[src/rtl/mss_pkg.sv]
package mss_pkg;
  typedef enum logic [2:0] {
    ST_IDLE     = 3'd0,
    ST_RUN      = 3'd1,
    ST_IF_RETRY = 3'd2,
    ST_IF_WAIT  = 3'd3,
    ST_DM_RETRY = 3'd4,
    ST_DM_WAIT  = 3'd5,
    ST_SWOUT    = 3'd6
  } mss_state_e;
endpackage

[src/rtl/mss_delay.sv]
module mss_delay #(
  parameter int DLY_W = 8
) (
  input  logic             clk,
  input  logic             rst_n,
  input  logic             load_i,
  input  logic [DLY_W-1:0] val_i,
  input  logic             run_i,
  output logic             zero_o
);
  logic [DLY_W-1:0] cnt_q, cnt_n;
  logic             cnt_en;

  always_comb begin
    cnt_en = 1'b0;
    cnt_n  = cnt_q;
    if (load_i) begin
      cnt_en = 1'b1;
      cnt_n  = val_i;
    end else if (run_i && (cnt_q != '0)) begin
      cnt_en = 1'b1;
      cnt_n  = cnt_q - 1'b1;
    end
  end

  always_ff @(posedge clk or negedge rst_n) begin
    if (!rst_n)      cnt_q <= '0;
    else if (cnt_en) cnt_q <= cnt_n;
  end

  assign zero_o = (cnt_q == '0);
endmodule

[src/rtl/mss_cycles.sv]
module mss_cycles #(
  parameter int CW = 32
) (
  input  logic          clk,
  input  logic          rst_n,
  input  logic          en_i,
  output logic [CW-1:0] cnt_o
);
  logic [CW-1:0] cnt_q, cnt_n;

  always_comb cnt_n = cnt_q + 1'b1;

  always_ff @(posedge clk or negedge rst_n) begin
    if (!rst_n)    cnt_q <= '0;
    else if (en_i) cnt_q <= cnt_n;
  end

  assign cnt_o = cnt_q;
endmodule

[src/rtl/mss_err.sv]
module mss_err
  import mss_pkg::*;
(
  input  logic       clk,
  input  logic       rst_n,
  input  mss_state_e st_i,
  input  logic [1:0] retry_i,
  input  logic [1:0] resp_i,
  input  logic       activate_i,
  input  logic       switch_out_i,
  output logic       error_o
);
  logic [1:0] port_bad;
  logic       ctl_bad, err_q, err_n;

  for (genvar p = 0; p < 2; p++) begin : g_port
    localparam mss_state_e RETRY_ST = (p == 0) ? ST_IF_RETRY : ST_DM_RETRY;
    localparam mss_state_e WAIT_ST  = (p == 0) ? ST_IF_WAIT  : ST_DM_WAIT;
    assign port_bad[p] = (retry_i[p] && (st_i != RETRY_ST)) ||
                         (resp_i[p]  && (st_i != WAIT_ST));
  end

  assign ctl_bad = (activate_i && !(st_i == ST_IDLE || st_i == ST_SWOUT)) ||
                   (switch_out_i && !(st_i == ST_IDLE || st_i == ST_RUN));

  always_comb err_n = err_q | (|port_bad) | ctl_bad;

  always_ff @(posedge clk or negedge rst_n) begin
    if (!rst_n) err_q <= 1'b0;
    else        err_q <= err_n;
  end

  assign error_o = err_q;
endmodule

[src/rtl/mss_fsm.sv]
module mss_fsm
  import mss_pkg::*;
#(
  parameter int          AW         = 32,
  parameter int          INST_BYTES = 4,
  parameter logic [AW-1:0] RESET_PC  = '0,
  parameter logic [AW-1:0] FAULT_VEC = 'h100,
  parameter logic [AW-1:0] INTR_VEC  = 'h200
) (
  input  logic          clk,
  input  logic          rst_n,
  input  logic          activate_i,
  input  logic          suspend_i,
  input  logic          switch_out_i,
  input  logic          drain_req_i,
  input  logic          intr_i,
  input  logic          fetch_fault_i,
  input  logic          if_accept_i,
  input  logic          if_retry_i,
  input  logic          if_resp_i,
  input  logic          is_mem_i,
  input  logic          is_prefetch_i,
  input  logic          acc_fault_i,
  input  logic          dm_accept_i,
  input  logic          dm_retry_i,
  input  logic          dm_resp_i,
  input  logic          dly_zero_i,
  output mss_state_e    st_o,
  output logic [AW-1:0] pc_o,
  output logic          if_req_o,
  output logic          dm_req_o,
  output logic          intr_ack_o,
  output logic          inst_done_o,
  output logic          dly_load_o
);
  localparam logic [AW-1:0] STEP = AW'(INST_BYTES);

  mss_state_e    st_q, st_n, after_st;
  logic [AW-1:0] pc_q, pc_n;
  logic          susp_q, susp_n, drn_q, drn_n;
  logic          busy, draining;

  assign busy     = (st_q == ST_IF_RETRY) || (st_q == ST_IF_WAIT) ||
                    (st_q == ST_DM_RETRY) || (st_q == ST_DM_WAIT);
  assign draining = drn_q || drain_req_i;
  assign after_st = (susp_q || suspend_i) ? ST_IDLE : ST_RUN;

  always_comb begin
    st_n        = st_q;
    pc_n        = pc_q;
    susp_n      = susp_q;
    drn_n       = drn_q;
    if_req_o    = 1'b0;
    dm_req_o    = 1'b0;
    intr_ack_o  = 1'b0;
    inst_done_o = 1'b0;
    dly_load_o  = 1'b0;
    if (busy) begin
      if (suspend_i)   susp_n = 1'b1;
      if (drain_req_i) drn_n  = 1'b1;
    end
    case (st_q)
      ST_IDLE: begin
        if (activate_i) begin
          st_n       = ST_RUN;
          dly_load_o = 1'b1;
        end else if (switch_out_i) begin
          st_n = ST_SWOUT;
        end
      end
      ST_SWOUT: begin
        if (activate_i) begin
          st_n       = ST_RUN;
          dly_load_o = 1'b1;
        end
      end
      ST_RUN: begin
        if (switch_out_i) begin
          st_n = ST_SWOUT;
        end else if (suspend_i) begin
          st_n = ST_IDLE;
        end else if (dly_zero_i && !drain_req_i) begin
          if (intr_i) begin
            intr_ack_o = 1'b1;
            pc_n       = INTR_VEC;
          end else if (fetch_fault_i) begin
            pc_n = FAULT_VEC;
          end else begin
            if_req_o = 1'b1;
            st_n     = if_accept_i ? ST_IF_WAIT : ST_IF_RETRY;
          end
        end
      end
      ST_IF_RETRY: begin
        if (if_retry_i) begin
          if_req_o = 1'b1;
          if (if_accept_i) st_n = ST_IF_WAIT;
        end
      end
      ST_IF_WAIT: begin
        if (if_resp_i) begin
          if (draining) begin
            st_n = after_st;
          end else if (is_mem_i && !is_prefetch_i) begin
            if (acc_fault_i) begin
              pc_n        = FAULT_VEC;
              inst_done_o = 1'b1;
              st_n        = after_st;
            end else begin
              dm_req_o = 1'b1;
              st_n     = dm_accept_i ? ST_DM_WAIT : ST_DM_RETRY;
            end
          end else begin
            pc_n        = pc_q + STEP;
            inst_done_o = 1'b1;
            st_n        = after_st;
          end
        end
      end
      ST_DM_RETRY: begin
        if (dm_retry_i) begin
          dm_req_o = 1'b1;
          if (dm_accept_i) st_n = ST_DM_WAIT;
        end
      end
      ST_DM_WAIT: begin
        if (dm_resp_i) begin
          st_n = after_st;
          if (!draining) begin
            pc_n        = pc_q + STEP;
            inst_done_o = 1'b1;
          end
        end
      end
      default: st_n = ST_IDLE;
    endcase
    if (!((st_n == ST_IF_RETRY) || (st_n == ST_IF_WAIT) ||
          (st_n == ST_DM_RETRY) || (st_n == ST_DM_WAIT))) begin
      susp_n = 1'b0;
      drn_n  = 1'b0;
    end
  end

  always_ff @(posedge clk or negedge rst_n) begin
    if (!rst_n) begin
      st_q   <= ST_IDLE;
      pc_q   <= RESET_PC;
      susp_q <= 1'b0;
      drn_q  <= 1'b0;
    end else begin
      st_q   <= st_n;
      pc_q   <= pc_n;
      susp_q <= susp_n;
      drn_q  <= drn_n;
    end
  end

  assign st_o = st_q;
  assign pc_o = pc_q;
endmodule

[src/rtl/mem_step_sequencer.sv]
module mem_step_sequencer
  import mss_pkg::*;
#(
  parameter int          AW         = 32,
  parameter int          DLY_W      = 8,
  parameter int          CW         = 32,
  parameter int          INST_BYTES = 4,
  parameter logic [AW-1:0] RESET_PC  = '0,
  parameter logic [AW-1:0] FAULT_VEC = 'h100,
  parameter logic [AW-1:0] INTR_VEC  = 'h200
) (
  input  logic             clk,
  input  logic             rst_n,
  input  logic             activate_i,
  input  logic [DLY_W-1:0] act_delay_i,
  input  logic             suspend_i,
  input  logic             switch_out_i,
  input  logic             drain_req_i,
  output logic             drained_o,
  input  logic             intr_i,
  output logic             intr_ack_o,
  input  logic             fetch_fault_i,
  output logic             if_req_o,
  output logic [AW-1:0]    if_addr_o,
  input  logic             if_accept_i,
  input  logic             if_retry_i,
  input  logic             if_resp_i,
  input  logic             is_mem_i,
  input  logic             is_prefetch_i,
  input  logic             acc_fault_i,
  output logic             dm_req_o,
  input  logic             dm_accept_i,
  input  logic             dm_retry_i,
  input  logic             dm_resp_i,
  output logic             inst_done_o,
  output logic [AW-1:0]    pc_o,
  output logic [2:0]       state_o,
  output logic [CW-1:0]    cycles_o,
  output logic             error_o
);
  mss_state_e st;
  logic       dly_zero, dly_load;

  mss_fsm #(
    .AW(AW), .INST_BYTES(INST_BYTES), .RESET_PC(RESET_PC),
    .FAULT_VEC(FAULT_VEC), .INTR_VEC(INTR_VEC)
  ) i_fsm (
    .clk(clk), .rst_n(rst_n),
    .activate_i(activate_i), .suspend_i(suspend_i),
    .switch_out_i(switch_out_i), .drain_req_i(drain_req_i),
    .intr_i(intr_i), .fetch_fault_i(fetch_fault_i),
    .if_accept_i(if_accept_i), .if_retry_i(if_retry_i), .if_resp_i(if_resp_i),
    .is_mem_i(is_mem_i), .is_prefetch_i(is_prefetch_i), .acc_fault_i(acc_fault_i),
    .dm_accept_i(dm_accept_i), .dm_retry_i(dm_retry_i), .dm_resp_i(dm_resp_i),
    .dly_zero_i(dly_zero),
    .st_o(st), .pc_o(pc_o), .if_req_o(if_req_o), .dm_req_o(dm_req_o),
    .intr_ack_o(intr_ack_o), .inst_done_o(inst_done_o), .dly_load_o(dly_load)
  );

  mss_delay #(.DLY_W(DLY_W)) i_delay (
    .clk(clk), .rst_n(rst_n), .load_i(dly_load), .val_i(act_delay_i),
    .run_i(st == ST_RUN), .zero_o(dly_zero)
  );

  mss_cycles #(.CW(CW)) i_cycles (
    .clk(clk), .rst_n(rst_n), .en_i(st != ST_SWOUT), .cnt_o(cycles_o)
  );

  mss_err i_err (
    .clk(clk), .rst_n(rst_n), .st_i(st),
    .retry_i({dm_retry_i, if_retry_i}), .resp_i({dm_resp_i, if_resp_i}),
    .activate_i(activate_i), .switch_out_i(switch_out_i), .error_o(error_o)
  );

  assign if_addr_o = pc_o;
  assign state_o   = st;
  assign drained_o = drain_req_i &&
                     ((st == ST_IDLE) || (st == ST_RUN) || (st == ST_SWOUT));
endmodule

[config.mk]
export PLATFORM = sky130hd
export DESIGN_NAME = mem_step_sequencer
export DESIGN_NICKNAME = d
export VERILOG_FILES = /design/src/rtl/mss_pkg.sv /design/src/rtl/mss_delay.sv /design/src/rtl/mss_cycles.sv /design/src/rtl/mss_err.sv /design/src/rtl/mss_fsm.sv /design/src/rtl/mem_step_sequencer.sv
export SDC_FILE = /design/constraint.sdc
export NUM_CORES = 1
export LEC_CHECK = 0
export ABC_AREA = 1
export BUFFER_PORTS_ARGS = -buffer_cell sky130_fd_sc_hd__buf_2
export CAP_MARGIN = 20
export CORE_MARGIN = 8
export CORE_UTILIZATION = 50
export DETAILED_ROUTE_END_ITERATION = 10
export PLACE_DENSITY_LB_ADDON = 0.08
export SYNTH_ARGS = -nofsm -noshare
export SYNTH_HDL_FRONTEND = slang
export SYNTH_SLANG_ARGS = --single-unit
[constraint.sdc]
create_clock -name clk -period 1.7 [get_ports clk]
set_input_delay 0.17 -clock clk [delete_from_list [all_inputs] [get_ports clk]]
set_output_delay 0.17 -clock clk [all_outputs]
set_load 0.1 [all_outputs]
Word-level counts from Yosys, hierarchy flattened. Index checks and enable logic that the tools add are counted.

Add/sub/neg operators: 3. Equality and inequality tests: 27. Multiplexer cells: 70. Bitwise gates (word level): 2. Reduce and logical (&&, ||, !) cells: 39.

Operators with widths (number): $mux W32 (11); $pmux W32 S3 (1); $mux W3 (17); $mux W1 (35); $add A32 B1 Y32 const B (1); $add A32 B3 Y32 const B (1); $pmux W3 S7 (1); $ne A2 B2 Y1 const B (9); $mux W8 (2); $eq A3 B3 Y1 const B (5); $ne A3 B3 Y1 const B (5); $logic_or A1 B1 Y1 (14); $eq A3 B2 Y1 const B (4); $logic_and A1 B1 Y1 (10); $reduce_and A10 Y1 (1); $logic_not A8 Y1 (1); $reduce_bool A8 Y1 (1); $sub A8 B1 Y8 const B (1); $ne A3 B2 Y1 const B (2); $pmux W1 S2 (3); $reduce_and A2 Y1 (3); $logic_not A1 Y1 (4); $reduce_or A2 Y1 (2); $eq A3 B1 Y1 const B (1); 5 further kinds (6).

Bits in registers: 78. Input bits: 25. Word-level logic and storage cells: 148.

Depth between registers and ports, before layout. Gate-level depths: netlist of the first run.

Depth after elaboration: 13. Gate-level depth with buffers: 13. Gate-level depth less buffers: 12.

Hierarchy. Synthesis of the first run repeated with hierarchy kept, for this count alone.

Cells, all modules: 780. Area, all modules: 5368.9 um2.

By module, submodules not included: mss_fsm (instances 1, cells each 401, area an instance 2568.7 um2, seq. area each 875.8 um2); mss_cycles (instances 1, cells each 229, area an instance 1761.7 um2, seq. area each 800.8 um2); mss_delay (instances 1, cells each 87, area an instance 638.1 um2, seq. area each 200.2 um2); mem_step_sequencer (instances 1, cells each 40, area an instance 281.5 um2, seq. area each 0.0 um2); mss_err (instances 1, cells each 23, area an instance 118.9 um2, seq. area each 25.0 um2).

Worst setup path after synthesis of the first run. OpenSTA, ideal clock, no wires.

Kind: register to output. Start: register i_fsm.st_q[1], in the netlist i_fsm.st_o[1]. End: output intr_ack_o. Arrival time: 4504 ps. Required time: 1530 ps. Slack: -2974 ps. Cell stages (with the launch flop): 9. Cell sequence: dfrtp_1 buf_4 inv_4 nand2_1 nor2_1 inv_1 nor3_1 inv_1 nor4_1.

Cells in the longest elaborated chain, start to end: 2.

Ends and longest elaborated chain: from (decl) (line mss_fsm.sv:38) `mss_state_e st_q, st_n, after_st;`; from (signal assigned) (line mss_fsm.sv:151) `st_q <= st_n;`; $eq A3 B1 Y1 (line mss_fsm.sv:62) `case (st_q)`; $mux W1 (line mss_fsm.sv:62); to (decl) (line mem_step_sequencer.sv:21) `output logic intr_ack_o,`.

Every way passes these cells.

Worst setup path in the final report of the first run.
Start: register i_delay.cnt_q[6]. End: output intr_ack_o.

Cells in the longest elaborated chain, start to end: 6.

Ends and longest elaborated chain: from (decl) (line mss_delay.sv:11) `logic [DLY_W-1:0] cnt_q, cnt_n;`; from (signal assigned) (line mss_delay.sv:28) `else if (cnt_en) cnt_q <= cnt_n;`; $logic_not A8 Y1 (line mss_delay.sv:31) `assign zero_o = (cnt_q == '0);`; $logic_and A1 B1 Y1 (line mss_fsm.sv:82) `end else if (dly_zero_i && !drain_req_i) begin`; $mux W1 (line mss_fsm.sv:82); $mux W1 (line mss_fsm.sv:80) `end else if (suspend_i) begin`; $mux W1 (line mss_fsm.sv:78) `if (switch_out_i) begin`; $mux W1 (line mss_fsm.sv:62).

Every way passes these cells.

==> impl_metrics.json, run 1 <==
{
  "critPathMaxFanout": 4,
  "antenna_found_initial": 0,
  "violations": "negative setup slack",
  "final-setup-viol-count": 54,
  "cts-root-to-sink-buffers": 2,
  "synthToLayoutAreaGrowth_pct": 45.3,
  "detail_route.first_pass.iterations": 5,
  "via_count": 6481,
  "netlist.area_leader.share": 0.338,
  "clock_insertion_delay_worst_skew_ps": 380,
  "layout_setup_ws_ps": -357,
  "cts.clk_slew.worst_paths_ps": 100,
  "finish.net_count": 1077,
  "mostFrequentLayoutCells": "sky130_fd_sc_hd__nand2_1 (235), sky130_fd_sc_hd__buf_2 (119), sky130_fd_sc_hd__nor2_1 (85), sky130_fd_sc_hd__inv_1 (79), sky130_fd_sc_hd__buf_4 (65)",
  "hold_path_class": "in -> reg",
  "start_util": 0.517,
  "worst_ep_arrival_time_ps": 1890,
  "crit_slowest_cell": "sky130_fd_sc_hd__dfrtp_2",
  "postSynthRegisterBits": 76,
  "synth_top_area_cell": "sky130_fd_sc_hd__dfrtp_1",
  "first_global_vias": 6264,
  "status": "finished, violations left",
  "average_wire_per_standard_cell_um": 17.0,
  "top_layer_used": "met4",
  "drt-met1-wl_um": 7820,
  "max_slew.worst_pin.slew_ps": 538,
  "synthesis.area_mm2": 0.00562,
  "drt-initial-drc-count": 544,
  "avgSynthCellArea_um2": 6.57,
  "final-hold-violation-count": 0,
  "setup_total_negative_slack_ps": -10400,
  "die_area_mm2": 0.0149,
  "drc_errors": 0,
  "syn_inst": 856,
  "insertedDiodeCount": 0,
  "numCtsBuffers": 9,
  "post_synth_num_cell_types": 37,
  "critPathRequiredTime_ps": 1530,
  "final_period_minus_worst_setup_slack_ps": 2060,
  "timing.clock.skew_ps": 15.9,
  "grt_start_max_net_pins": 33,
  "layout-drive-gt1-share": 0.433,
  "critical_path_start_end_classification": "reg -> out",
  "cap_violations": 0,
  "slew_violations": 0,
  "antenna_violating_nets_post_route": 0,
  "totalWireLength_um": 20300,
  "die_width_um": 122,
  "grt_first_pass_wirelength_um": 29800,
  "startpoint_type": "flop",
  "mostFrequentLayoutCell": "sky130_fd_sc_hd__nand2_1",
  "place_hpwl_um": 13500,
  "setup.worst_path.end_class": "primary output",
  "fmax_mhz": 486,
  "boundaryPins": 130,
  "p_leak_uw": 0.00393,
  "cp_num_buf_inv": 3,
  "vdd.ir_drop.worst_v": 0.00134,
  "clock_tree.htree_level_count": 3,
  "cts_tree": "yes",
  "synth_area_leaders": "sky130_fd_sc_hd__dfrtp_1 (34%), sky130_fd_sc_hd__nand2_1 (19%), sky130_fd_sc_hd__nor2_1 (7.1%)",
  "crit_family": "simple AND/OR/NAND/NOR gates",
  "grt_overflow": 0,
  "number_of_buffers_inserted_by_port_buffering": 125,
  "post_drt_via_cell_ratio": 5.44,
  "cell_at_the_root_of_the_clock_tree": "sky130_fd_sc_hd__clkbuf_8",
  "grt.total_usage": 0.250,
  "cellPowerDensity_mw_per_mm2": 1290,
  "grt_setup_unrepaired": "true",
  "fin_hold_ws_ps": 26.6,
  "path_cells": "nor2_2 -> nand2_4 -> nor2_4 -> buf_6 -> inv_2 -> nor4_4 -> buf_12",
  "dr_wl_met2_um": 10300,
  "slew_headroom": 0.644,
  "core_area_mm2": 0.0109,
  "final_min_period_over_clock_period": 1.21,
  "met3_wirelength_um": 1300,
  "placementRows": 38,
  "yosysWarningCount": 0,
  "cts_sinks": 76,
  "max_stage_delay_ps": 460,
  "share_of_synthesized_area_occupied_by_flip_flops_and_latches": 0.338,
  "die-height_um": 122,
  "gpl.final_weighted_congestion": 0.943
}
-- state kept, by name, summed over array words and instances, names as in the netlist --
name,cells
i_fsm.drn_q,1
i_fsm.st_o,3
i_err.error_o,1
i_fsm.susp_q,1
i_delay.cnt_q,8
i_fsm.pc_o,30
i_cycles.cnt_o,32
-- cell families after synthesis --
family                     Yosys count  share of synthesized area
AOI/OAI and AO/OA                   71                     0.0694
xor gates and xnor gates            34                     0.0529
adders and majority gates            5                     0.0111
buffers and inverters              146                      0.125
DFF                                 76                      0.338
other                                1                   0.000667
and+or+nand+nor                    523                      0.402
-- area by class of cell --
| cell class | instances | area (um2) |
|---|---|---|
| timing repair inverter | 3 | 48.8 |
| fill | 829 | 2720 |
| sequential | 76 | 2020 |
| inverter | 98 | 400 |
| multi-input combinational | 637 | 3700 |
| clock buffer | 9 | 124 |
| tap | 140 | 175 |
| timing repair buffer | 222 | 1640 |
| clock inverter | 7 | 50.0 |
-- final timing paths --
path / startpoint / end / slack [ps] / cells after the start
setup / recovery: i_delay.cnt_q[6] / intr_ack_o / -360 / 7
hold / removal: act_delay_i[0] / i_delay.cnt_q[0] / 30 / 3
setup reg to reg: i_fsm.st_o[0] / i_fsm.pc_o[19] / -340 / 11
hold reg to reg: i_cycles.cnt_o[6] / i_cycles.cnt_o[6] / 500 / 1
max in group asynchronous: rst_n / i_fsm.pc_o[2] / 800 / 3
min in group asynchronous: rst_n / i_delay.cnt_q[7] / 270 / 2
-- synth_stat cells (all sizes together) --
cell type,count
nand2,287
nor2,118
inv,98
dfrtp,76
nand3,67
o21ai,45
buf,43
xor2,29
nor3,25
nand4,20
a21oi,15
clkbuf,5
ha,5
xnor2,5
nand3b,4
o211ai,3
o21bai,3
o22ai,3
a22oi,1
conb,1
nor4,1
o31ai,1
or2,1
-- routing by layer --
layer | vias up | track usage
li1 | 3064 | -
met3 | 78 | 0.0361
met5 | - | 0
met4 | 0 | 0.134
met2 | 283 | 0.445
met1 | 3056 | 0.284
-- where the power goes --
group	internal (uW)	leakage [uW]	switching, uW	total, uW
Sequential	2190	0.000921	402	2590
Combinational	2240	0.00293	4430	6660
Clock	535	0.0000820	780	1310
-- tightest hold or removal path: cells and delay by family --
family	cells	cell delay [ps]
buffers and inverters	1	80
AND/OR/NAND/NOR	1	40
AO/OA/AOI/OAI	1	80
-- through the flow --
stage / worst slack [ps] / power, uW / util / cells / instance area [um2]
floorplan: -855 / 6190 / - / 859 / 5980
detailed placement: -26.6 / 7320 / 0.633 / 1125 / 6890
global route: -390 / 11000 / 0.750 / 1192 / 8170
CTS: -330 / 9550 / 0.696 / 1173 / 7570
global placement: 9.92 / 7240 / 0.633 / 1125 / 6890
finish: -357 / 10600 / 0.750 / 1192 / 8170
-- timing repair --
item                                    CTS  global route
pin swaps                                35            51
endpoints found under the setup margin   23            62
setup buffers                            26            22
endpoints found under the hold margin    30             0
resized for setup                        64           126
cloned                                    5             1
hold buffers                              1             0
No activity file was read; power rests on OpenSTA's default activity.
==> run 2, diff against run 1 <==
Settings changed: BUFFER_PORTS_ARGS -buffer_cell sky130_fd_sc_hd__buf_2 to -buffer_cell sky130_fd_sc_hd__buf_4.
==> run 2 against run 1 <==
Effect of this change:
- the flow still finishes with violations (negative setup slack)
- cell count shrank 0.50%
- flip-flop and latch count stayed put
- worst hold slack got worse by 6.3 ps
- count of clock-buffer cells in the layout grew 4
- die area unchanged
- combinational power grew 0.9%
- sequential share of layout area is 0.51 points lower
- clock skew fell by 5.9 ps
==> impl_metrics.json, run 2 (same netlist as run 1, synthesis figures left out) <==
{
  "die_width_um": 122,
  "insertedDiodeCount": 0,
  "placementRows": 38,
  "average_wire_per_standard_cell_um": 17.3,
  "final_period_minus_worst_setup_slack_ps": 2040,
  "max_stage_delay_ps": 520,
  "finish.net_count": 1071,
  "die-height_um": 122,
  "grt_util_met2": 0.447,
  "core_area_mm2": 0.0109,
  "boundaryPins": 130,
  "timing.clock.skew_ps": 10.0,
  "largest_reg_flops": 32,
  "p_leak_uw": 0.00386,
  "crit-reg2reg-launch": "i_fsm.st_o[1]",
  "hold_path_class": "in -> reg",
  "grt_first_pass_wirelength_um": 30400,
  "regToRegSetupSlack_ps": -250,
  "startpoint_type": "flop",
  "status": "finished, violations left",
  "grt.total_usage": 0.255,
  "worst_r2r_endpoint": "i_fsm.st_o[0]",
  "totalWireLength_um": 20500,
  "slew_headroom": 0.663,
  "gpl.final_weighted_congestion": 1.01,
  "clock_tree.htree_level_count": 3,
  "critical_path.most_common_cell": "sky130_fd_sc_hd__buf_6",
  "grt_setup_unrepaired": "true",
  "slew_violations": 0,
  "cts_sinks": 76,
  "crit_family": "buffers and inverters",
  "post_drt_via_cell_ratio": 5.47,
  "grt_util_met3": 0.0555,
  "cell_at_the_root_of_the_clock_tree": "sky130_fd_sc_hd__clkbuf_8",
  "mostFrequentLayoutCells": "sky130_fd_sc_hd__nand2_1 (250), sky130_fd_sc_hd__buf_4 (175), sky130_fd_sc_hd__nor2_1 (90), sky130_fd_sc_hd__inv_1 (86), sky130_fd_sc_hd__nand3_1 (57)",
  "fin_hold_ws_ps": 20.3,
  "vdd.ir_drop.worst_v": 0.00151,
  "die_area_mm2": 0.0149,
  "drt-initial-drc-count": 621,
  "antenna_violating_nets_post_route": 0,
  "antenna_found_initial": 0,
  "cellPowerDensity_mw_per_mm2": 1320,
  "cp_num_cells": 8,
  "grt_util_met1": 0.282,
  "clock_insertion_delay_worst_skew_ps": 380,
  "drc_errors": 0,
  "critPathRequiredTime_ps": 1530,
  "critical_path_start_end_classification": "reg -> out",
  "detail_route.first_pass.iterations": 8,
  "mostFrequentLayoutCell": "sky130_fd_sc_hd__nand2_1",
  "critPathCapture": "dm_req_o",
  "path_cells": "buf_4 -> buf_6 -> buf_6 -> nor2_4 -> buf_6 -> nand3_4 -> nand2_4 -> buf_12",
  "final-setup-viol-count": 59,
  "synthToLayoutAreaGrowth_pct": 48.2,
  "setup.worst_path.end_class": "primary output",
  "crit_slowest_cell": "sky130_fd_sc_hd__dfrtp_4",
  "number_of_buffers_inserted_by_port_buffering": 125,
  "start_util": 0.517,
  "place_hpwl_um": 14000,
  "cap_violations": 0,
  "violations": "negative setup slack",
  "cts.clk_slew.worst_paths_ps": 80,
  "cp_num_buf_inv": 5,
  "setup.worst_path.start": "i_fsm.st_o[1]",
  "layout_setup_ws_ps": -341,
  "first_global_vias": 6236,
  "grt_overflow": 0,
  "fraction_of_the_core_area_covered_by_cells_at_the_end_of_the_flow": 0.766,
  "worst_ep_arrival_time_ps": 1870,
  "numCtsBuffers": 9,
  "final-hold-violation-count": 0,
  "fmax_mhz": 490,
  "critPathMaxFanout": 5,
  "via_count": 6484,
  "max_slew.worst_pin.slew_ps": 503,
  "layout-drive-gt1-share": 0.399,
  "cts_tree": "yes",
  "gr-max-usage-layer": "met2",
  "final_min_period_over_clock_period": 1.20,
  "grt_start_max_net_pins": 42,
  "worst-r2r-cell-count": 12,
  "cts-root-to-sink-buffers": 2
}
==> run 2: worst min-delay path, delay by kind of cell <==
| family | cells | cell delay, ps |
|---|---|---|
| AND/OR/NAND/NOR | 2 | 110 |
| buffers and inverters | 1 | 80 |
==> run 2: through the flow <==
step	setup slack [ps]	total power (uW)	TNS [ps]	cell area, um2	cells
final	-341	11000	-9510	8340	1186
after floorplan	-855	6190	-7030	5980	859
after global routing	-395	11400	-13620	8340	1186
after global placement	-44.8	7460	-160	7130	1124
after detailed placement	-72.3	7540	-526	7130	1124
after CTS	-286	10300	-6550	7950	1173
==> run 2: timing repair <==
| action | CTS | global route |
|---|---|---|
| hold buffers | 1 | 0 |
| hold endpoints to repair | 28 | 0 |
| pin swaps | 23 | 22 |
| endpoints found under the setup margin | 30 | 66 |
| gates resized for setup | 70 | 90 |
| cloned | 5 | 1 |
| buffers inserted | 28 | 14 |
==> run 2: power by group <==
part / switching (uW) / internal [uW]
clock network: 742 / 949
logic: 4290 / 2430
registers: 367 / 2190
total: 5400 / 5560
==> run 2: cell type report <==
class,instances,area (um2)
clock inverter,3,67.6
fill,798,2550
inverter,98,395
timing repair inverter,2,27.5
clock buffer,13,169
timing repair buffer,217,1920
sequential,76,2020
tap,140,175
multi-input combinational,637,3560
==> run 2: worst min path at each step <==
stage | end | cells after the start | startpoint
2_1_floorplan | i_cycles.cnt_o[10] | 0 | rst_n
3_3_place_gp | i_delay.cnt_q[7] | 1 | rst_n
3_5_place_dp | i_delay.cnt_q[5] | 1 | rst_n
4_1_cts | i_delay.cnt_q[2] | 3 | act_delay_i[2]
5_1_grt | i_delay.cnt_q[2] | 3 | act_delay_i[2]
6_report | i_delay.cnt_q[2] | 3 | act_delay_i[2]
==> run 2: metal layers <==
metal	vias to the layer above	part of all wire
li1	3049	-
met1	3037	0.37
met2	314	0.51
met3	84	0.076
met4	0	0.045
met5	-	0
==> run 3, diff against run 2 <==
Settings changed: MAX_ROUTING_LAYER set to met4, SETUP_SLACK_MARGIN set to 0.15.
==> run 3 against run 2 <==
Effect of this change:
- the flow still finishes with violations (negative setup slack)
- flip-flop and latch count unchanged
- die area did not move
- sequential share of layout area is 0.80 points lower
- clock skew about the same
- largest cell class unchanged
- largest power group unchanged
- clock power down 11%
==> impl_metrics.json, run 3 (same netlist as run 1, synthesis figures left out) <==
{
  "boundaryPins": 130,
  "insertedDiodeCount": 0,
  "grt.total_usage": 0.252,
  "p_leak_uw": 0.00412,
  "fin_area_mm2": 0.00883,
  "synthToLayoutAreaGrowth_pct": 57.1,
  "drc_errors": 0,
  "top_layer_used": "met4",
  "crit_slowest_cell": "sky130_fd_sc_hd__dfrtp_4",
  "hold_path_class": "in -> reg",
  "number_of_buffers_inserted_by_port_buffering": 125,
  "status": "finished, violations left",
  "clock_insertion_delay_worst_skew_ps": 380,
  "critPathMaxFanout": 5,
  "numPlacedInstances": 1143,
  "cellPowerDensity_mw_per_mm2": 1250,
  "fin_hold_ws_ps": 13.6,
  "cell_at_the_root_of_the_clock_tree": "sky130_fd_sc_hd__clkbuf_8",
  "grt_start_max_net_pins": 49,
  "average_wire_per_standard_cell_um": 16.9,
  "startpoint_type": "flop",
  "antenna_violating_nets_post_route": 0,
  "violations": "negative setup slack",
  "drt-initial-drc-count": 769,
  "setup_total_negative_slack_ps": -11170,
  "die-height_um": 122,
  "gpl.final_weighted_congestion": 0.997,
  "cts-root-to-sink-buffers": 2,
  "cts_sinks": 76,
  "totalWireLength_um": 20500,
  "worst_ep_arrival_time_ps": 2330,
  "detail_route.first_pass.iterations": 8,
  "timing.clock.skew_ps": 10.3,
  "first_global_vias": 5965,
  "setup.worst_path.end_class": "flop",
  "antenna_found_initial": 0,
  "post_drt_via_cell_ratio": 5.48,
  "vdd.ir_drop.worst_v": 0.00209,
  "final-setup-viol-count": 66,
  "start_util": 0.517,
  "path_cells": "buf_6 -> buf_6 -> buf_8 -> nand3_4 -> buf_8 -> nand2_4 -> nor2_4 -> nand2_2 -> nor2_4 -> inv_1 -> nor2_1 -> xor2_1",
  "grt_setup_unrepaired": "true",
  "dr_wl_met2_um": 9450,
  "placementRows": 38,
  "fmax_mhz": 491,
  "place_hpwl_um": 14000,
  "layout_setup_ws_ps": -339,
  "final_period_minus_worst_setup_slack_ps": 2040,
  "drt-met1-wl_um": 8760,
  "critical_path_start_end_classification": "reg -> reg",
  "via_count": 6628,
  "final_min_period_over_clock_period": 1.20,
  "grt_first_pass_wirelength_um": 29100,
  "post_layout_nonfiller_instances": 1210,
  "cap_violations": 0,
  "core_area_mm2": 0.0109,
  "total_power_uw": 11100,
  "mostFrequentLayoutCells": "sky130_fd_sc_hd__nand2_1 (231), sky130_fd_sc_hd__buf_4 (172), sky130_fd_sc_hd__nor2_1 (88), sky130_fd_sc_hd__inv_1 (79), sky130_fd_sc_hd__nand3_1 (53)",
  "mostFrequentLayoutCell": "sky130_fd_sc_hd__nand2_1",
  "final-hold-violation-count": 0,
  "finish.net_count": 1095,
  "slew_violations": 0,
  "numCtsBuffers": 9,
  "layout-drive-gt1-share": 0.450,
  "met3_wirelength_um": 1690,
  "largest_reg_flops": 32,
  "cts_tree": "yes",
  "die_width_um": 122,
  "die_area_mm2": 0.0149,
  "cts.clk_slew.worst_paths_ps": 90,
  "grt_overflow": 0,
  "critPathRequiredTime_ps": 1990,
  "max_stage_delay_ps": 500,
  "dpl_cell_area_mm2": 0.00737,
  "clock_tree.htree_level_count": 3
}
[run 3: changes by cell type in the layout (fill, tap and decap cells not counted), moves of 7 or more]
cell / delta
sky130_fd_sc_hd__o21ai_0: -10
sky130_fd_sc_hd__dfrtp_4: +19
sky130_fd_sc_hd__o21ai_1: +8
sky130_fd_sc_hd__nand2_1: -19
sky130_fd_sc_hd__buf_6: +23
sky130_fd_sc_hd__dfrtp_2: -17
sky130_fd_sc_hd__nand2_2: +15
sky130_fd_sc_hd__inv_1: -7
[run 3: worst max-delay path: cells and delay by family, from the launching register on]
| kind | cells | cell delay (ps) |
|---|---|---|
| AND/OR/NAND/NOR | 6 | 660 |
| flip-flops | 1 | 500 |
| XOR/XNOR | 1 | 200 |
| buffers and inverters | 5 | 580 |
[run 3: where the power goes]
group | internal, uW | switching [uW]
registers | 2200 | 407
clock network | 763 | 733
logic | 2700 | 4270
total | 5660 | 5410
[run 3: cell type report]
cell class | instances | area [um2]
repair buffers | 243 | 2260
clock buffers | 15 | 166
clock inverters | 1 | 30.0
flip-flops and latches | 76 | 2070
multi-input cells | 637 | 3730
inverters | 98 | 398
fillers | 690 | 2050
well taps | 140 | 175
[run 3: layer usage]
layer,GRT usage,vias to the layer above
li1,-,3095
met1,0.344,3140
met2,0.371,342
met3,0.0375,51
met4,0.0929,0
met5,-,-
[run 3: stage by stage]
stage | setup slack [ps] | utilization
floorplan | -855 | -
global placement | -32.1 | 0.677
detailed placement | -42.2 | 0.677
CTS | -354 | 0.729
global route | -429 | 0.811
finish | -339 | 0.811
[run 3: path summary, 6_finish.rpt]
| kind | start | to | slack (ps) | depth (start not counted) |
|---|---|---|---|---|
| max | i_fsm.st_o[1] | i_cycles.cnt_o[11] | -340 | 12 |
| min | act_delay_i[2] | i_delay.cnt_q[2] | 10 | 3 |
| max reg2reg | i_fsm.st_o[1] | i_cycles.cnt_o[11] | -340 | 12 |
| min reg2reg | i_err.error_o | i_err.error_o | 520 | 2 |
| max in group asynchronous | rst_n | i_cycles.cnt_o[27] | 1020 | 3 |
| min in group asynchronous | rst_n | i_cycles.cnt_o[16] | 160 | 2 |
[run 3: timing repair]
item,4_1_cts,5_1_grt
pin swaps,23,50
gates resized for setup,59,172
endpoints found under the hold margin,76,0
gates cloned,0,5
buffers inserted,19,26
hold buffers,1,0
endpoints found under the setup margin,55,82
